<file path="src/rtl/mmcf_pkg.sv">
package mmcf_pkg;
   localparam int ADDR_W     = 48;
   localparam int DATA_W     = 128;
   localparam int TAG_W      = 7;
   localparam int ALIGN_BITS = 4;

   typedef enum logic [1:0] {
      ST_IDLE,
      ST_PRE,
      ST_DATA
   } seq_st_e;

   typedef struct packed {
      logic              is_rd;
      logic [ADDR_W-1:0] addr;
      logic [TAG_W-1:0]  tag;
   } cmd_rec_t;
endpackage

</file>
<file path="src/rtl/mmcf_occ_ctr.sv">
module mmcf_occ_ctr #(
   parameter  int LIMIT = 128,
   localparam int CW    = $clog2(LIMIT + 1)
) (
   input  logic clk,
   input  logic rst_n,
   input  logic inc,
   input  logic dec,
   output logic full,
   output logic empty
);
   logic [CW-1:0] cnt;
   logic          inc_ok, dec_ok;

   assign full   = (cnt == CW'(LIMIT));
   assign empty  = (cnt == '0);
   assign inc_ok = inc && !full;
   assign dec_ok = dec && !empty;

   always_ff @(posedge clk) begin
      if (!rst_n)                cnt <= '0;
      else if (inc_ok && !dec_ok) cnt <= cnt + 1'b1;
      else if (dec_ok && !inc_ok) cnt <= cnt - 1'b1;
   end

   AST_NO_OVERFLOW: assert property (@(posedge clk) disable iff (!rst_n)
      full && inc && !dec |=> full);
endmodule

</file>
<file path="src/rtl/mmcf_seq.sv">
module mmcf_seq import mmcf_pkg::*; #(
   parameter  int PRE_CYC = 6,
   parameter  int BEATS   = 512,
   localparam int PW      = $clog2(PRE_CYC + 1),
   localparam int BW      = $clog2(BEATS + 1)
) (
   input  logic                  clk,
   input  logic                  rst_n,
   input  logic                  req_wr,
   input  logic                  req_rd,
   input  logic [ALIGN_BITS-1:0] addr_lo,
   input  logic                  q_full,
   input  logic                  rd_full,
   input  logic                  rec_pending,
   output logic                  wait_req,
   output logic                  acc,
   output logic                  beat_ok,
   output logic                  beat_last,
   output logic                  proto_bad,
   output logic                  idle
);
   seq_st_e       st, st_nxt;
   logic [PW-1:0] pre_cnt;
   logic [BW-1:0] beat_idx;
   logic          cur_wr;
   logic          any_req, both, misal, bad, blocked, pre_end;

   always_comb begin
      any_req   = req_wr | req_rd;
      both      = req_wr & req_rd;
      misal     = |addr_lo;
      bad       = both | (any_req & misal);
      blocked   = q_full | (req_rd & rd_full) | bad;
      pre_end   = (pre_cnt == '0) && !rec_pending;
      st_nxt    = st;
      wait_req  = 1'b1;
      acc       = 1'b0;
      beat_ok   = 1'b0;
      beat_last = 1'b0;
      unique case (st)
         ST_IDLE: begin
            wait_req  = blocked;
            acc       = any_req & !blocked;
            beat_ok   = acc & req_wr;
            beat_last = beat_ok && (BEATS == 1);
            if (acc) st_nxt = ST_PRE;
         end
         ST_PRE: begin
            if (pre_end) st_nxt = (cur_wr && (BEATS > 1)) ? ST_DATA : ST_IDLE;
         end
         ST_DATA: begin
            wait_req  = 1'b0;
            beat_ok   = req_wr & !req_rd;
            beat_last = beat_ok && (beat_idx == BW'(BEATS - 1));
            if (beat_last) st_nxt = ST_IDLE;
         end
         default: st_nxt = ST_IDLE;
      endcase
   end

   assign proto_bad = both | ((st == ST_IDLE) & any_req & misal);
   assign idle      = (st == ST_IDLE);

   always_ff @(posedge clk) begin
      if (!rst_n) begin
         st       <= ST_IDLE;
         pre_cnt  <= '0;
         beat_idx <= '0;
         cur_wr   <= 1'b0;
      end else begin
         st <= st_nxt;
         if (acc) begin
            pre_cnt  <= PW'(PRE_CYC - 1);
            beat_idx <= BW'(1);
            cur_wr   <= req_wr;
         end else begin
            if (st == ST_PRE && pre_cnt != '0) pre_cnt <= pre_cnt - 1'b1;
            if (st == ST_DATA && beat_ok)      beat_idx <= beat_idx + 1'b1;
         end
      end
   end

   // checker: length of the current pre-processing stall
   logic [PW-1:0] chk_run;
   always_ff @(posedge clk) begin
      if (!rst_n || acc)                                chk_run <= '0;
      else if (st == ST_PRE && chk_run != PW'(PRE_CYC)) chk_run <= chk_run + 1'b1;
   end

   AST_PRE_STALL: assert property (@(posedge clk) disable iff (!rst_n)
      acc |=> wait_req);
   AST_PRE_MIN: assert property (@(posedge clk) disable iff (!rst_n)
      (st == ST_PRE && st_nxt != ST_PRE) |-> chk_run >= PW'(PRE_CYC - 1));
   AST_BOTH_REJECT: assert property (@(posedge clk) disable iff (!rst_n)
      (req_wr && req_rd) |-> !acc && !beat_ok);
   AST_DATA_OPEN: assert property (@(posedge clk) disable iff (!rst_n)
      (st == ST_DATA && !beat_last) |=> !wait_req);
endmodule

</file>
<file path="src/rtl/mmcf_cmd_out.sv">
module mmcf_cmd_out import mmcf_pkg::*; (
   input  logic              clk,
   input  logic              rst_n,
   input  logic              load,
   input  logic              ld_rd,
   input  logic [ADDR_W-1:0] ld_addr,
   input  logic              out_ready,
   output logic              out_valid,
   output cmd_rec_t          out_rec
);
   logic [TAG_W-1:0] tag_q;

   always_ff @(posedge clk) begin
      if (!rst_n) begin
         tag_q     <= '0;
         out_valid <= 1'b0;
         out_rec   <= '0;
      end else if (load) begin
         out_rec   <= '{is_rd: ld_rd, addr: ld_addr, tag: tag_q};
         out_valid <= 1'b1;
         tag_q     <= tag_q + 1'b1;
      end else if (out_ready) begin
         out_valid <= 1'b0;
      end
   end

   AST_NO_CLOBBER: assert property (@(posedge clk) disable iff (!rst_n)
      load |-> !(out_valid && !out_ready));
   AST_REC_HOLD: assert property (@(posedge clk) disable iff (!rst_n)
      out_valid && !out_ready |=> out_valid && $stable(out_rec));
endmodule

</file>
<file path="src/rtl/mm_cmd_front.sv">
module mm_cmd_front import mmcf_pkg::*; #(
   parameter  int QDEPTH   = 128,
   parameter  int RD_DEPTH = 3,
   parameter  int PRE_CYC  = 6,
   parameter  int BEATS    = 512,
   localparam int RD_LIMIT = 1 << RD_DEPTH
) (
   input  logic              clk,
   input  logic              rst_n,
   input  logic              req_wr,
   input  logic              req_rd,
   input  logic [ADDR_W-1:0] req_addr,
   input  logic [DATA_W-1:0] req_wdata,
   output logic              wait_req,
   output logic              busy,
   output logic              proto_err,
   output logic              cmd_valid,
   input  logic              cmd_ready,
   output logic              cmd_is_rd,
   output logic [ADDR_W-1:0] cmd_addr,
   output logic [TAG_W-1:0]  cmd_tag,
   output logic              wdat_valid,
   output logic [DATA_W-1:0] wdat_data,
   output logic              wdat_last,
   input  logic              cmpl_valid,
   input  logic              cmpl_rd
);
   if (RD_DEPTH < 3 || RD_DEPTH > 7) begin : g_bad_rd
      $error("RD_DEPTH must lie in 3..7");
   end
   if (QDEPTH < 1 || QDEPTH > (1 << TAG_W)) begin : g_bad_q
      $error("QDEPTH must lie in 1..2**TAG_W");
   end
   if (PRE_CYC < 1 || BEATS < 1) begin : g_bad_len
      $error("PRE_CYC and BEATS must be at least 1");
   end

   logic     q_full, q_empty, rd_full, rd_empty;
   logic     acc, beat_ok, beat_last, proto_bad, seq_idle;
   cmd_rec_t rec;

   mmcf_occ_ctr #(.LIMIT(QDEPTH)) u_qcnt (
      .clk(clk), .rst_n(rst_n), .inc(acc), .dec(cmpl_valid),
      .full(q_full), .empty(q_empty)
   );

   if (RD_LIMIT < QDEPTH) begin : g_rd_credit
      mmcf_occ_ctr #(.LIMIT(RD_LIMIT)) u_rcnt (
         .clk(clk), .rst_n(rst_n), .inc(acc & req_rd), .dec(cmpl_valid & cmpl_rd),
         .full(rd_full), .empty(rd_empty)
      );
   end else begin : g_rd_by_queue
      assign rd_full  = 1'b0;
      assign rd_empty = q_empty;
   end

   mmcf_seq #(.PRE_CYC(PRE_CYC), .BEATS(BEATS)) u_seq (
      .clk(clk), .rst_n(rst_n), .req_wr(req_wr), .req_rd(req_rd),
      .addr_lo(req_addr[ALIGN_BITS-1:0]), .q_full(q_full), .rd_full(rd_full),
      .rec_pending(cmd_valid & !cmd_ready), .wait_req(wait_req), .acc(acc),
      .beat_ok(beat_ok), .beat_last(beat_last), .proto_bad(proto_bad), .idle(seq_idle)
   );

   mmcf_cmd_out u_out (
      .clk(clk), .rst_n(rst_n), .load(acc), .ld_rd(req_rd), .ld_addr(req_addr),
      .out_ready(cmd_ready), .out_valid(cmd_valid), .out_rec(rec)
   );

   assign cmd_is_rd = rec.is_rd;
   assign cmd_addr  = rec.addr;
   assign cmd_tag   = rec.tag;
   assign busy      = !seq_idle || !q_empty;

   always_ff @(posedge clk) begin
      if (!rst_n) begin
         proto_err  <= 1'b0;
         wdat_valid <= 1'b0;
         wdat_last  <= 1'b0;
         wdat_data  <= '0;
      end else begin
         proto_err  <= proto_bad;
         wdat_valid <= beat_ok;
         wdat_last  <= beat_last;
         if (beat_ok) wdat_data <= req_wdata;
      end
   end

   AST_QUEUE_CAP: assert property (@(posedge clk) disable iff (!rst_n)
      acc |-> !q_full);
   AST_RD_CREDIT: assert property (@(posedge clk) disable iff (!rst_n)
      (acc && req_rd) |-> !rd_full);
   AST_RD_SUBSET: assert property (@(posedge clk) disable iff (!rst_n)
      q_empty |-> rd_empty);
   AST_BUSY_ON: assert property (@(posedge clk) disable iff (!rst_n)
      acc |=> busy);
   AST_PROTO_FLAG: assert property (@(posedge clk) disable iff (!rst_n)
      (req_wr && req_rd) |=> proto_err);
endmodule

</file>
<file path="config.mk">
export PLATFORM = sky130hd
export DESIGN_NAME = mm_cmd_front
export DESIGN_NICKNAME = d
export VERILOG_FILES = /design/src/rtl/mmcf_pkg.sv /design/src/rtl/mmcf_occ_ctr.sv /design/src/rtl/mmcf_seq.sv /design/src/rtl/mmcf_cmd_out.sv /design/src/rtl/mm_cmd_front.sv
export SDC_FILE = /design/constraint.sdc
export NUM_CORES = 1
export LEC_CHECK = 0
export BUFFER_PORTS_ARGS = -buffer_cell sky130_fd_sc_hd__clkbuf_2
export CAP_MARGIN = 20
export CORE_AREA = 4 4 145 147
export DETAILED_ROUTE_END_ITERATION = 6
export DIE_AREA = 0 0 149 151
export PLACE_DENSITY = 0.85
export SETUP_SLACK_MARGIN = 0.05
export SLEW_MARGIN = 10
export SYNTH_ARGS = -nofsm -noshare
export SYNTH_HDL_FRONTEND = slang
export SYNTH_SLANG_ARGS = --single-unit
</file>
<file path="constraint.sdc">
create_clock -name clk -period 6.4 [get_ports clk]
set_input_delay 0.32 -clock clk [delete_from_list [all_inputs] [get_ports clk]]
set_output_delay 0.32 -clock clk [all_outputs]
set_load 0.02 [all_outputs]
</file>
# Word-level counts from Yosys, hierarchy flattened
# Cells that the tools add are included.
# totals
latch_bits,0
reg_bits,223
word_cells,107
input_bits,183
out_inout_bits,190
n_memories,0
ramBits,0
romBits,0
# op_classes
shifts,0
mux,18
div,0
bitwise_logic,17
mul,0
n_reduce_logical,40
add_sub_neg,7
n_lt_le_gt_ge,0
eq_ne,8
# ops
cell,n
8-bit two-way mux,2
1-bit logical NOT,13
1-bit logical AND,12
1-bit bitwise AND,11
10-bit by 1-bit adder with 10-bit output (second input constant),1
10-bit by 9-bit == test with 1-bit output (second input constant),1
2-bit nonzero test,5
8-bit by 1-bit adder with 8-bit output (second input constant),1
8-bit == test (second input constant),1
8-bit logical NOT,1
2-bit two-way mux,4
4-bit two-way mux,2
8-bit by 1-bit subtractor with 8-bit output (second input constant),1
7-bit by 1-bit adder with 7-bit output (second input constant),1
3-bit two-way mux,2
2-bit by 1-bit inequality test with 1-bit output (second input constant),3
2-bit case mux with 3 select lines,1
1-bit two-way mux,5
1-bit OR,5
4-bit by 1-bit adder with 4-bit output (second input constant),1
4-bit == test (second input constant),1
4-bit logical NOT,1
1-bit case mux with 2 select lines,2
4-bit OR reduction,1
12 further kinds,12

# Depth between registers and ports, before layout
# Gate-level depths: netlist of run 1.
# logic_depth
ltp_word,13
mapped_depth,15
mapped_depth_nobuf,13

# Hierarchy
# A second synthesis of run 1 with hierarchy kept.
# hier_totals
cells_unflattened,851
area_unflattened_um2,9352.7
# by_module_without_submodules
mod,area_per_inst_um2,seq_area_each_um2,instances,cells_each
mm_cmd_front,5061.1,2622.5,1,423
mmcf_cmd_out,2444.8,1281.2,1,214
mmcf_seq,893.4,320.3,1,104
mmcf_occ_ctr (u_qcnt),653.1,160.2,1,80
mmcf_occ_ctr (g_rd_credit.u_rcnt),300.3,80.1,1,30

# Worst setup path after synthesis of run 1
# OpenSTA, ideal clock, no wires.
# synth_path
kind,input port to flip-flop
start,input port req_addr[0]
end,register u_qcnt.cnt[7]
path_slack_ns,2.712
stages,15
required_time_ns,6.328
n_path_buf,2
t_arrival_ns,3.616
cell_sequence,or4_4 > a211oi_2 > o221ai_2 > inv_1 > buf_2 > buf_2 > ha_1 > inv_1 > ha_1 > a21oi_1 > nor2_1 > a311o_1 > o31ai_1 > mux2i_1 > mux2i_1
# synth_via
elab_chain_cells,11
# synth_rtl
element,line_no,text
start: declaration,mm_cmd_front.sv:12,"input logic [ADDR_W-1:0] req_addr,"
4-bit OR reduction (*),mmcf_seq.sv:31,misal = |addr_lo;
1-bit bitwise AND (*),mmcf_seq.sv:32,bad = both | (any_req & misal);
1-bit OR (*),mmcf_seq.sv:32,
1-bit OR (*),mmcf_seq.sv:33,blocked = q_full | (req_rd & rd_full) | bad;
1-bit logical NOT (*),mmcf_seq.sv:43,acc = any_req & !blocked;
1-bit bitwise AND (*),mmcf_seq.sv:43,
1-bit two-way mux (*),mmcf_seq.sv:40,unique case (st)
1-bit logical AND (*),mmcf_occ_ctr.sv:17,assign inc_ok = inc && !full;
1-bit logical NOT,mmcf_occ_ctr.sv:23,else if (dec_ok && !inc_ok) cnt <= cnt - 1'b1;
1-bit logical AND,mmcf_occ_ctr.sv:23,
2-bit nonzero test (no line),n/a,
end signal: assignment,mmcf_occ_ctr.sv:22,else if (inc_ok && !dec_ok) cnt <= cnt + 1'b1;
end signal: assignment,mmcf_occ_ctr.sv:23,
end: declaration,mmcf_occ_ctr.sv:12,logic [CW-1:0] cnt;
# Every way passes the cells marked *; elsewhere a longest branch is shown, timed or not.
# A chain may end at the register's enable or synchronous reset.

# Worst setup path in the final report of run 1
# layout_path
start,register g_rd_credit.u_rcnt.cnt[0]
end,register u_qcnt.cnt[7]
# layout_via
elab_chain_cells,11
# layout_rtl
element,line_no,text
start: declaration,mmcf_occ_ctr.sv:12,
start signal: assignment,mmcf_occ_ctr.sv:22,
start signal: assignment,mmcf_occ_ctr.sv:23,
4-bit == test (*),mmcf_occ_ctr.sv:15,assign full = (cnt == CW'(LIMIT));
1-bit bitwise AND (*),mmcf_seq.sv:33,
1-bit OR (*) (2 in series),mmcf_seq.sv:33,
1-bit logical NOT (*),mmcf_seq.sv:43,
1-bit bitwise AND (*),mmcf_seq.sv:43,
1-bit two-way mux (*),mmcf_seq.sv:40,
1-bit logical AND (*),mmcf_occ_ctr.sv:17,
1-bit logical NOT,mmcf_occ_ctr.sv:23,
1-bit logical AND,mmcf_occ_ctr.sv:23,
2-bit nonzero test (no line),n/a,
# Marked as above.

==> flow_metrics.py, run 1 <==
metrics = {
    "setup_path": {
        "path_cells": "nor3_1 -> a211oi_2 -> o221ai_4 -> inv_2 -> buf_4 -> ha_1 -> inv_1 -> ha_1 -> a21oi_1 -> nor2_1 -> a311o_1 -> o31ai_1 -> mux2i_1 -> mux2i_1",
        "cpPeakStageDelay_ns": 0.53,
        "slowest_stage": "buf_4",
        "cp-end-kind": "flop",
        "crit_fanout": 58,
        "required_ns": 6.84,
        "critPathKind": "flop to flop",
        "worst_ep_arrival_time_ns": 4.26,
        "critPathLaunchType": "flop",
    },
    "layout": {
        "drive_above_1_share_pct": 30.90,
        "final_cell_mix": "nand2_1 (387), clkbuf_2 (371), dfxtp_1 (223)",
        "utilization_pct": 58.35,
        "final_common_cell": "nand2_1",
        "nets": 1566,
        "area.growth.synth_to_final_pct": 32.38,
        "antenna_cells": 0,
        "final_area_um2": 11620,
    },
    "routing": {
        "wl_mm": 23.31,
        "first_pass_iters": 4,
        "final_antenna_net_count": 0,
        "drt-vias-per-instance": 4.817,
        "wl_per_cell_um": 14.09,
        "first_iter_violations": 326,
        "vias": 7972,
        "drcViolationCount": 0,
    },
    "global_routing": {
        "use_met3_pct": 5.745,
        "globalRouteMet1Util_pct": 21.90,
        "grt_overflow": 0,
        "first_global_vias": 7712,
        "use_met2_pct": 35.66,
        "grt_max_degree": 126,
        "antenna_found_initial": 0,
        "track_usage_pct": 19.53,
        "grt_pass1_wl_mm": 36.71,
        "top_usage_layer": "met2",
    },
    "clocking": {
        "cts_tree": "done",
        "clockRootBuffer": "clkbuf_16",
        "cts_resized": 0,
        "clk_pin_slew_ns": 0.06,
        "insertion_delay_ns": 0.51,
        "numCtsBuffers": 24,
        "post_cts_buffers": 0,
        "cts_hold_buf": 0,
        "clock_path_buffers": 3,
        "cts.sinks": 223,
        "ctsHtreeMaxLevel": 1,
    },
    "timing": {
        "rsz0062_at_grt": "no",
        "finalHoldViolCount": 0,
        "finClkSkew_ns": 0.006365,
        "worst_slew_pin_slew_ns": 0.9958,
        "period_share_pct": 59.73,
        "drv_slew": 0,
        "fmax_ghz": 0.2616,
        "post-route-min-period_ns": 3.823,
        "hold_ws_ns": 0.03154,
        "setup-violations-final": 0,
        "slew_headroom_pct": 33.61,
        "setup_tns_ns": 0,
    },
    "synthesis": {
        "ys_seq_area_share_pct": 50.87,
        "ys_types": 45,
        "synth_flop_cell": "dfxtp_1",
        "synth_area_leader_cell": "dfxtp_1",
        "synth_nets": 1229,
        "synthTopCellsByArea": "dfxtp_1 (51%), nand2_1 (17%), a21boi_0 (14%)",
        "syn-instance-count": 1030,
        "yosysWarningCount": 0,
        "postSynthAreaPerCell_um2": 8.520,
        "synth_edf_count": 0,
        "synth-seq-cells": 223,
        "postSynth.asyncResetShare_pct": 0,
        "syn_area_um2": 8776,
        "netlist.area_leader.share_pct": 50.87,
    },
    "place": {
        "dp_hpwl_mm": 16.33,
        "gp_congestion": 0.7698,
        "place_area_um2": 10780,
        "numPortBuffers": 372,
    },
    "die": {
        "rows": 52,
        "start_util_pct": 44.08,
        "fp.dieH_um": 151,
        "ios": 373,
        "die_area_um2": 22500,
        "coreArea_um2": 19910,
        "die_w_um": 149,
    },
    "pwr": {
        "peakVddDrop_uv": 208.1,
        "powerDensity_nw_per_um2": 324.4,
        "p_leak_nw": 5.040,
        "power_mw": 3.769,
    },
    "worst_hold_path": {
        "hp-class": "input port to flop",
    },
    "run_status": {
        "status": "finished, final reports clean",
    },
    "flow_run": {
        "max_cap_violations": 0,
    },
}
-- power breakdown --
part,leakage [nW],total [mW],internal [mW],switching [mW]
clock,0.419,1.44,0.893,0.548
sequential,1.81,1.56,1.49,0.0688
combinational,2.81,0.768,0.316,0.451
total,5.04,3.77,2.70,1.07
-- through the flow --
stage	instances	setup WS, ns
finish	1655	2.577
global route	1655	2.254
CTS	1655	2.556
detailed placement	1611	2.153
global placement	1611	2.255
floorplan	1030	2.712
-- critical path, delay by kind of cell, from the launching register on --
family	cells	cell delay, ns
AO/OA/AOI/OAI	5	1.30
buffers and inverters	3	0.76
adder cells (fa/ha/maj)	2	0.69
multiplexers	2	0.44
flip-flops	1	0.41
AND/OR/NAND/NOR	2	0.16
-- final cells by class --
type                       instances  area [µm²]
timing repair buffer             379        1917
clock inverter                    10       128.9
sequential                       223        4464
fill                            1811        8292
tap                              270       337.8
clock buffer                      34       709.4
multi-input combinational        727        4015
inverter                          12       45.04
-- Yosys cell counts (8+ instances only) --
cell	count
nand2_1	387
and3_1	8
dfxtp_1	223
xnor2_1	14
and2_1	16
inv_1	12
o21ai_0	13
ha_1	14
a21boi_0	166
buf_2	21
clkbuf_1	43
a21boi_1	21
nor2_1	16
xor2_1	8
a21oi_1	8
-- layer usage --
metal	routed length [µm]	vias up
met5	0	-
met4	563	0
met3	1870	45
met2	11860	246
met1	9017	3661
li1	-	4020
-- sequential cells by signal, summed over array words and instances (netlist names) --
name	cells
u_out.out_rec	56
u_seq.pre_cnt	3
g_rd_credit.u_rcnt.cnt	4
wdat_last	1
u_seq.st	2
proto_err	1
u_out.tag_q	7
u_out.out_valid	1
wdat_valid	1
u_qcnt.cnt	8
wdat_data	128
u_seq.beat_idx	10
u_seq.cur_wr	1
-- final timing paths --
path | start | to | slack [ns] | cells after the start
min reg2reg | wdat_data[63] | wdat_data[63] | 0.45 | 2
min | req_wdata[66] | wdat_data[66] | 0.03 | 3
max | g_rd_credit.u_rcnt.cnt[0] | u_qcnt.cnt[7] | 2.58 | 14
max reg2reg | g_rd_credit.u_rcnt.cnt[0] | u_qcnt.cnt[7] | 2.58 | 14
-- cells by family (layout without fill, tap and decap cells) --
| kind of cell | after synthesis | after routing | synth area share [%] |
|---|---|---|---|
| buf+inv | 80 | 435 | 3.764 |
| simple gates | 463 | 463 | 21.67 |
| fa+ha+maj | 16 | 16 | 2.452 |
| xor+xnor | 22 | 22 | 2.196 |
| flops | 223 | 223 | 50.87 |
| mux | 4 | 4 | 0.4562 |
| compound gates | 222 | 222 | 18.59 |
(Power assumes the default switching activity.)
==> inputs of run 2 (changes only) <==
ABC_AREA = 1   (was unset)
CORE_AREA = unset   (was 4 4 145 147)
CORE_MARGIN = 4   (was unset)
CORE_UTILIZATION = 44   (was unset)
DIE_AREA = unset   (was 0 0 149 151)
PLACE_DENSITY = 0.86   (was 0.85)
clock period = 3.2 ns   (was 6.4 ns; I/O delays follow)
==> run 2 against run 1 <==
Effect of this change:
- critical path depth up 4
- flip-flop and latch count did not move
- sequential power grew 99%
- utilization rose by 8.1 points
- sequential share of layout area decreased by 6.8 points
- synthesized area is 9.2% higher
- highest routed layer unchanged
- hold slack gained 0.068 ns
- clock skew grew 0.0027 ns
- count of clock-buffer cells in the layout grew 2
- via count increased by 40%
- final cell count increased by 32%
- worst setup slack worse by 2.2 ns
- critical endpoint is now u_qcnt.cnt[5]
==> flow_metrics.py, run 2 <==
metrics = {
    "routing": {
        "vias": 11151,
        "drcViolationCount": 0,
        "first_pass_iters": 7,
        "drt-vias-per-instance": 5.089,
        "wl_mm": 35.85,
        "final_antenna_net_count": 0,
        "first_iter_violations": 1102,
        "wl_per_cell_um": 16.36,
    },
    "layout": {
        "drive_above_1_share_pct": 22.72,
        "layout.area.seq_um2": 4464,
        "final_cell_mix": "clkbuf_2 (371), nand2_1 (306), nor2_1 (293)",
        "biggestRegsByFlops": "wdat_data x128, u_out.out_rec x56, u_seq.beat_idx x10",
        "multi_input_area_um2": 4080,
        "nFillCells": 1444,
        "final_common_cell": "clkbuf_2",
        "area.growth.synth_to_final_pct": 47.20,
        "largest_reg_flops": 128,
        "nets": 2101,
        "utilization_pct": 66.46,
        "top_register": "wdat_data",
    },
    "global_routing": {
        "track_usage_pct": 28.33,
        "grt_overflow": 0,
        "globalRouteMet1Util_pct": 31.59,
        "use_met3_pct": 9.626,
        "use_met2_pct": 47.36,
        "top_usage_layer": "met2",
        "antenna_found_initial": 1,
        "grt_pass1_wl_mm": 56.77,
        "grt_max_degree": 138,
        "first_global_vias": 11323,
    },
    "timing": {
        "slew_headroom_pct": 30.46,
        "fmax_ghz": 0.3521,
        "worst_slew_pin_slew_ns": 1.043,
        "drv_slew": 0,
        "post-route-min-period_ns": 2.840,
        "period_share_pct": 88.75,
        "finalHoldViolCount": 0,
        "finClkSkew_ns": 0.009089,
        "setup_tns_ns": 0,
        "setup-violations-final": 0,
        "rsz0062_at_grt": "no",
    },
    "die": {
        "coreArea_um2": 21220,
        "ios": 373,
        "die_w_um": 155.6,
        "rows": 53,
        "start_util_pct": 45.15,
        "fp.dieH_um": 155.6,
        "die_area_um2": 24200,
    },
    "worst_hold_path": {
        "hold_start": "rst_n",
        "hp-class": "input port to flop",
    },
    "place": {
        "numPortBuffers": 372,
        "dp_hpwl_mm": 19.14,
        "gp_congestion": 0.9144,
    },
    "setup_path": {
        "path_cells": "inv_1 -> nand2_1 -> nor2_1 -> nand2_1 -> nand2_1 -> nor2_8 -> nand3_4 -> clkinv_2 -> ha_1 -> inv_1 -> ha_1 -> a21oi_1 -> nand2_1 -> a21o_1 -> or2_2 -> nand3_1 -> nand2_1 -> inv_1",
        "cpMostUsedCell": "nand2_1",
        "cp-end-kind": "flop",
        "r2r-start": "u_qcnt.cnt[6]",
        "cpPeakStageDelay_ns": 0.38,
        "critPathLaunchType": "flop",
        "cp_num_buf_inv": 4,
        "crit_family": "simple AND/OR/NAND/NOR gates",
        "crit_fanout": 8,
        "slowest_stage": "dfxtp_1",
        "required_ns": 3.65,
        "worst_ep_arrival_time_ns": 3.29,
        "critPathKind": "flop to flop",
        "critPathLaunch": "u_qcnt.cnt[6]",
    },
    "clocking": {
        "cts_tree": "done",
        "cts_hold_buf": 175,
        "ctsHtreeMaxLevel": 1,
        "clock_path_buffers": 3,
        "cts_resized": 0,
        "post_cts_buffers": 0,
        "cts.sinks": 223,
        "clk_pin_slew_ns": 0.06,
        "numCtsBuffers": 25,
        "insertion_delay_ns": 0.51,
        "clockRootBuffer": "clkbuf_16",
    },
    "flow_run": {
        "max_cap_violations": 0,
    },
    "pwr": {
        "powerDensity_nw_per_um2": 536.4,
        "pwr-share-seq_pct": 41.0,
        "combPwrFrac_pct": 23.4,
        "clock_power_share_pct": 35.7,
        "p_sw_share_pct": 30.34,
        "p_leak_nw": 7.378,
        "p_sw_mw": 2.295,
        "p_int_mw": 5.269,
        "peakVddDrop_uv": 494.4,
    },
    "synthesis": {
        "ys_seq_area_share_pct": 46.60,
        "netlist.area_leader.share_pct": 46.60,
        "synth-seq-cells": 223,
        "synth_flop_cell": "dfxtp_1",
        "syn-instance-count": 1394,
        "synth_edf_count": 0,
        "postSynthAreaPerCell_um2": 6.873,
        "synthTopCellsByArea": "dfxtp_1 (47%), nand2_1 (12%), nor2_1 (12%)",
        "synth_area_leader_cell": "dfxtp_1",
        "synth_most_common_cell": "nand2_1",
        "yosysWarningCount": 0,
        "syn_area_um2": 9580,
        "synth_nets": 1593,
        "postSynth.asyncResetShare_pct": 0,
        "synthTopCellsByCount": "nand2_1 (307), nor2_1 (294), dfxtp_1 (223), inv_1 (179), nand3_1 (148)",
        "ys_types": 35,
    },
    "run_status": {
        "status": "finished, final reports clean",
    },
}
[run 2: changes by cell type in the layout (fill, tap and decap cells not counted), moves of 15 or more]
cell,change
nand3_1,+145
a21boi_1,-21
nand2_1,-81
a21oi_1,+74
and2_1,-15
inv_1,+168
dlygate4sd3_1,+175
nor2_1,+277
a21boi_0,-165
[run 2: power by group through the flow]
stage	clock, mW	sequential [mW]	combinational [mW]
final	2.70	3.10	1.77
after global routing	2.83	3.11	1.97
after CTS	2.73	3.09	1.71
after detailed placement	0	3.15	1.53
after global placement	0	3.13	1.47
after floorplan	0	3.28	0.928
[run 2: layout make-up]
class / instances / share of cell area [%]
clock buffer: 36 / 5.226
clock inverter: 4 / 0.1420
antenna: 1 / 0.01774
multi-input combinational: 908 / 28.93
tap: 275 / 2.440
inverter: 181 / 4.827
sequential: 223 / 31.66
timing repair buffer: 563 / 26.76
[run 2: worst paths after layout]
kind	endpoint	slack [ns]	depth (start not counted)
setup reg to reg	u_qcnt.cnt[5]	0.36	18
setup / recovery	u_qcnt.cnt[5]	0.36	18
hold reg to reg	u_out.out_rec[8]	0.44	2
hold / removal	wdat_data[16]	0.1	3
[run 2: cell families after synthesis]
kind of cell,Yosys count,share of synthesized area (%)
AOI/OAI and AO/OA,101,5.459
xor gates and xnor gates,14,1.280
adders and majority gates,16,2.246
buffers and inverters,263,11.10
DFF,223,46.60
and+or+nand+nor,777,33.32
[run 2: worst min-delay path, cell delays in order]
cell and delay, ns:
buf_4 0.25, nand2_1 0.12, nor2_1 0.03
[run 2: through the flow]
stage / std cells / worst slack [ns] / power [mW] / hold WS (ns) / area (µm²)
3_3_place_gp: 1975 / 0.5052 / 4.604 / 0.3813 / 11590
6_report: 2191 / 0.3599 / 7.564 / 0.09906 / 14100
2_1_floorplan: 1394 / 0.4695 / 4.203 / 0.2949 / 9580
3_5_place_dp: 1975 / 0.4178 / 4.671 / 0.3873 / 11590
5_1_grt: 2190 / 0.09900 / 7.909 / 0.1101 / 14100
4_1_cts: 2190 / 0.3811 / 7.521 / 0.07589 / 14100
[run 2: per-layer routing]
layer	share of wire, %	wire [µm]	up-vias
li1	-	-	5283
met1	36	12940	4990
met2	47	16770	691
met3	10	3760	187
met4	6.6	2376	0
met5	0	0	-
==> inputs of run 3 (changes only) <==
CORE_UTILIZATION = 49   (was 44)
PLACE_DENSITY = 0.9   (was 0.86)
clock period = 2.65 ns   (was 3.2 ns; I/O delays follow)
==> run 3 against run 2 <==
Effect of this change:
- the run now ends with DRC left
- clock skew up 0.0010 ns
- power grew 30%
- wire length increased by 15%
- fmax grew 14%
- flip-flop and latch count stayed put
==> flow_metrics.py, run 3 (same netlist as run 2, synthesis figures left out) <==
metrics = {
    "timing": {
        "worst_slew_pin_slew_ns": 0.9247,
        "setup-violations-final": 0,
        "setup_tns_ns": 0,
        "drv_slew": 0,
        "period_share_pct": 94.15,
        "finClkSkew_ns": 0.01012,
        "finalHoldViolCount": 0,
        "slew_headroom_pct": 38.29,
        "post-route-min-period_ns": 2.495,
        "hold_ws_ns": 0.02507,
        "worst_slack_ns": 0.1549,
        "fmax_ghz": 0.4008,
    },
    "clocking": {
        "ctsHtreeMaxLevel": 1,
        "clock_path_buffers": 3,
        "insertion_delay_ns": 0.51,
        "numCtsBuffers": 25,
        "cts.sinks": 223,
        "cts_tree": "done",
        "clk_pin_slew_ns": 0.06,
        "clockRootBuffer": "clkbuf_16",
    },
    "worst_hold_path": {
        "hold_start": "rst_n",
        "hp-class": "input port to flop",
    },
    "layout": {
        "drive_above_1_share_pct": 24.60,
        "utilization_pct": 75.84,
        "top_register": "wdat_data",
        "largest_reg_flops": 128,
        "fin_cells": 2184,
        "nets": 2107,
        "final_area_um2": 14380,
        "final_common_cell": "clkbuf_2",
        "final_cell_mix": "clkbuf_2 (371), nand2_1 (302), nor2_1 (290)",
        "biggestRegsByFlops": "wdat_data x128, u_out.out_rec x56, u_seq.beat_idx x10",
        "area.growth.synth_to_final_pct": 50.06,
    },
    "place": {
        "dp.cells": 1957,
        "numPortBuffers": 372,
        "place_area_um2": 11610,
        "dp_hpwl_mm": 19.67,
        "gp_congestion": 0.9050,
        "place_ws_ns": -0.04427,
    },
    "die": {
        "coreArea_um2": 18960,
        "rows": 50,
        "ios": 373,
        "die_w_um": 147.8,
        "start_util_pct": 50.54,
        "die_area_um2": 21850,
        "fp.dieH_um": 147.8,
    },
    "setup_path": {
        "crit_fanout": 5,
        "r2r-start": "u_qcnt.cnt[4]",
        "critPathLaunch": "u_qcnt.cnt[4]",
        "crit_family": "simple AND/OR/NAND/NOR gates",
        "slowest_stage": "dfxtp_2",
        "critPathLaunchType": "flop",
        "cp_num_buf_inv": 2,
        "critPathKind": "flop to flop",
        "path_cells": "inv_1 -> nand2_1 -> nor2_2 -> nand2_2 -> nand2_2 -> nor2_8 -> nand3_4 -> nor2_4 -> ha_1 -> inv_2 -> ha_4 -> a21oi_4 -> nand2_2 -> a21oi_2 -> o21ai_1 -> o21ai_1 -> a21oi_1",
        "cpMostUsedCell": "nand2_2",
        "required_ns": 3.04,
        "cpPeakStageDelay_ns": 0.36,
        "cp-end-kind": "flop",
        "worst_ep_arrival_time_ns": 2.89,
    },
    "routing": {
        "first_iter_violations": 1176,
        "final_antenna_net_count": 0,
        "drcViolationCount": 5,
        "first_pass_iters": 7,
        "wl_mm": 41.29,
        "wl_per_cell_um": 18.90,
        "drt-vias-per-instance": 5.502,
        "vias": 12017,
    },
    "pwr": {
        "p_int_mw": 6.738,
        "peakVddDrop_uv": 568.1,
        "p_sw_share_pct": 31.25,
        "clock_power_share_pct": 35.2,
        "powerDensity_nw_per_um2": 681.7,
        "power_mw": 9.801,
        "p_leak_nw": 7.452,
        "combPwrFrac_pct": 26.2,
        "p_sw_mw": 3.063,
        "pwr-share-seq_pct": 38.6,
    },
    "run_status": {
        "status": "complete, but fails checks",
        "violations": "DRC",
    },
    "flow_run": {
        "max_cap_violations": 0,
    },
    "global_routing": {
        "top_usage_layer": "met2",
        "grt_pass1_wl_mm": 63.03,
        "grt_overflow": 0,
        "grt_max_degree": 138,
        "use_met2_pct": 56.69,
        "track_usage_pct": 35.78,
        "first_global_vias": 11986,
        "globalRouteMet1Util_pct": 37.51,
        "antenna_found_initial": 4,
        "use_met3_pct": 16.71,
    },
}
-- run 3: cell types whose count changed in the layout (fill, tap and decap cells not counted), moves of 4 or more --
cell / delta
nand2_2: +4
dfxtp_1: -7
ha_4: +7
ha_1: -8
nand2_1: -4
dfxtp_2: +6
-- run 3: power by group through the flow --
stage / Combinational [mW] / Sequential (mW) / Clock [mW]
after floorplan: 1.15 / 3.96 / 0
after global placement: 1.83 / 3.78 / 0
after detailed placement: 1.91 / 3.80 / 0
after CTS: 2.21 / 3.73 / 3.47
after global routing: 2.78 / 3.79 / 3.62
final: 2.57 / 3.78 / 3.45
-- run 3: worst register-to-register path, stage by stage, from the launching register on --
cell and delay [ns]:
dfxtp_2 0.36, inv_1 0.07, nand2_1 0.10, nor2_2 0.05, nand2_2 0.08, nand2_2 0.09, nor2_8 0.14, nand3_4 0.11
nor2_4 0.12, ha_1 0.17, inv_2 0.09, ha_4 0.28, a21oi_4 0.18, nand2_2 0.10, a21oi_2 0.14, o21ai_1 0.10
o21ai_1 0.14, a21oi_1 0.06
-- run 3: final cells by class --
cell class | instances | area (µm²)
clock inverters | 7 | 87.58
well taps | 260 | 325.3
fillers | 1096 | 4579
multi-input cells | 909 | 4234
flip-flops and latches | 223 | 4476
diodes | 1 | 2.502
clock buffers | 35 | 723.2
repair buffers | 568 | 3836
inverters | 181 | 691.9
-- run 3: metal layers --
metal | wire, µm | part of all wire (%)
met1 | 13460 | 33
met2 | 18360 | 44
met3 | 5785 | 14
met4 | 3649 | 8.8
met5 | 35 | 0.085
-- run 3: path summary, 6_finish.rpt --
| kind | endpoint | slack, ns | cells past startpoint |
|---|---|---|---|
| min reg2reg | u_out.out_rec[7] | 0.44 | 2 |
| max | g_rd_credit.u_rcnt.cnt[3] | 0.15 | 17 |
| min | wdat_data[18] | 0.03 | 3 |
| max reg2reg | g_rd_credit.u_rcnt.cnt[3] | 0.15 | 17 |
-- run 3: timing repair --
action                                  4_1_cts  5_1_grt
cloned                                        0        1
gates resized for setup                       7       30
pin swaps                                     1        6
endpoints found under the hold margin       174        0
hold buffers                                175        0
endpoints found under the setup margin        5       97
buffers inserted                              2        6
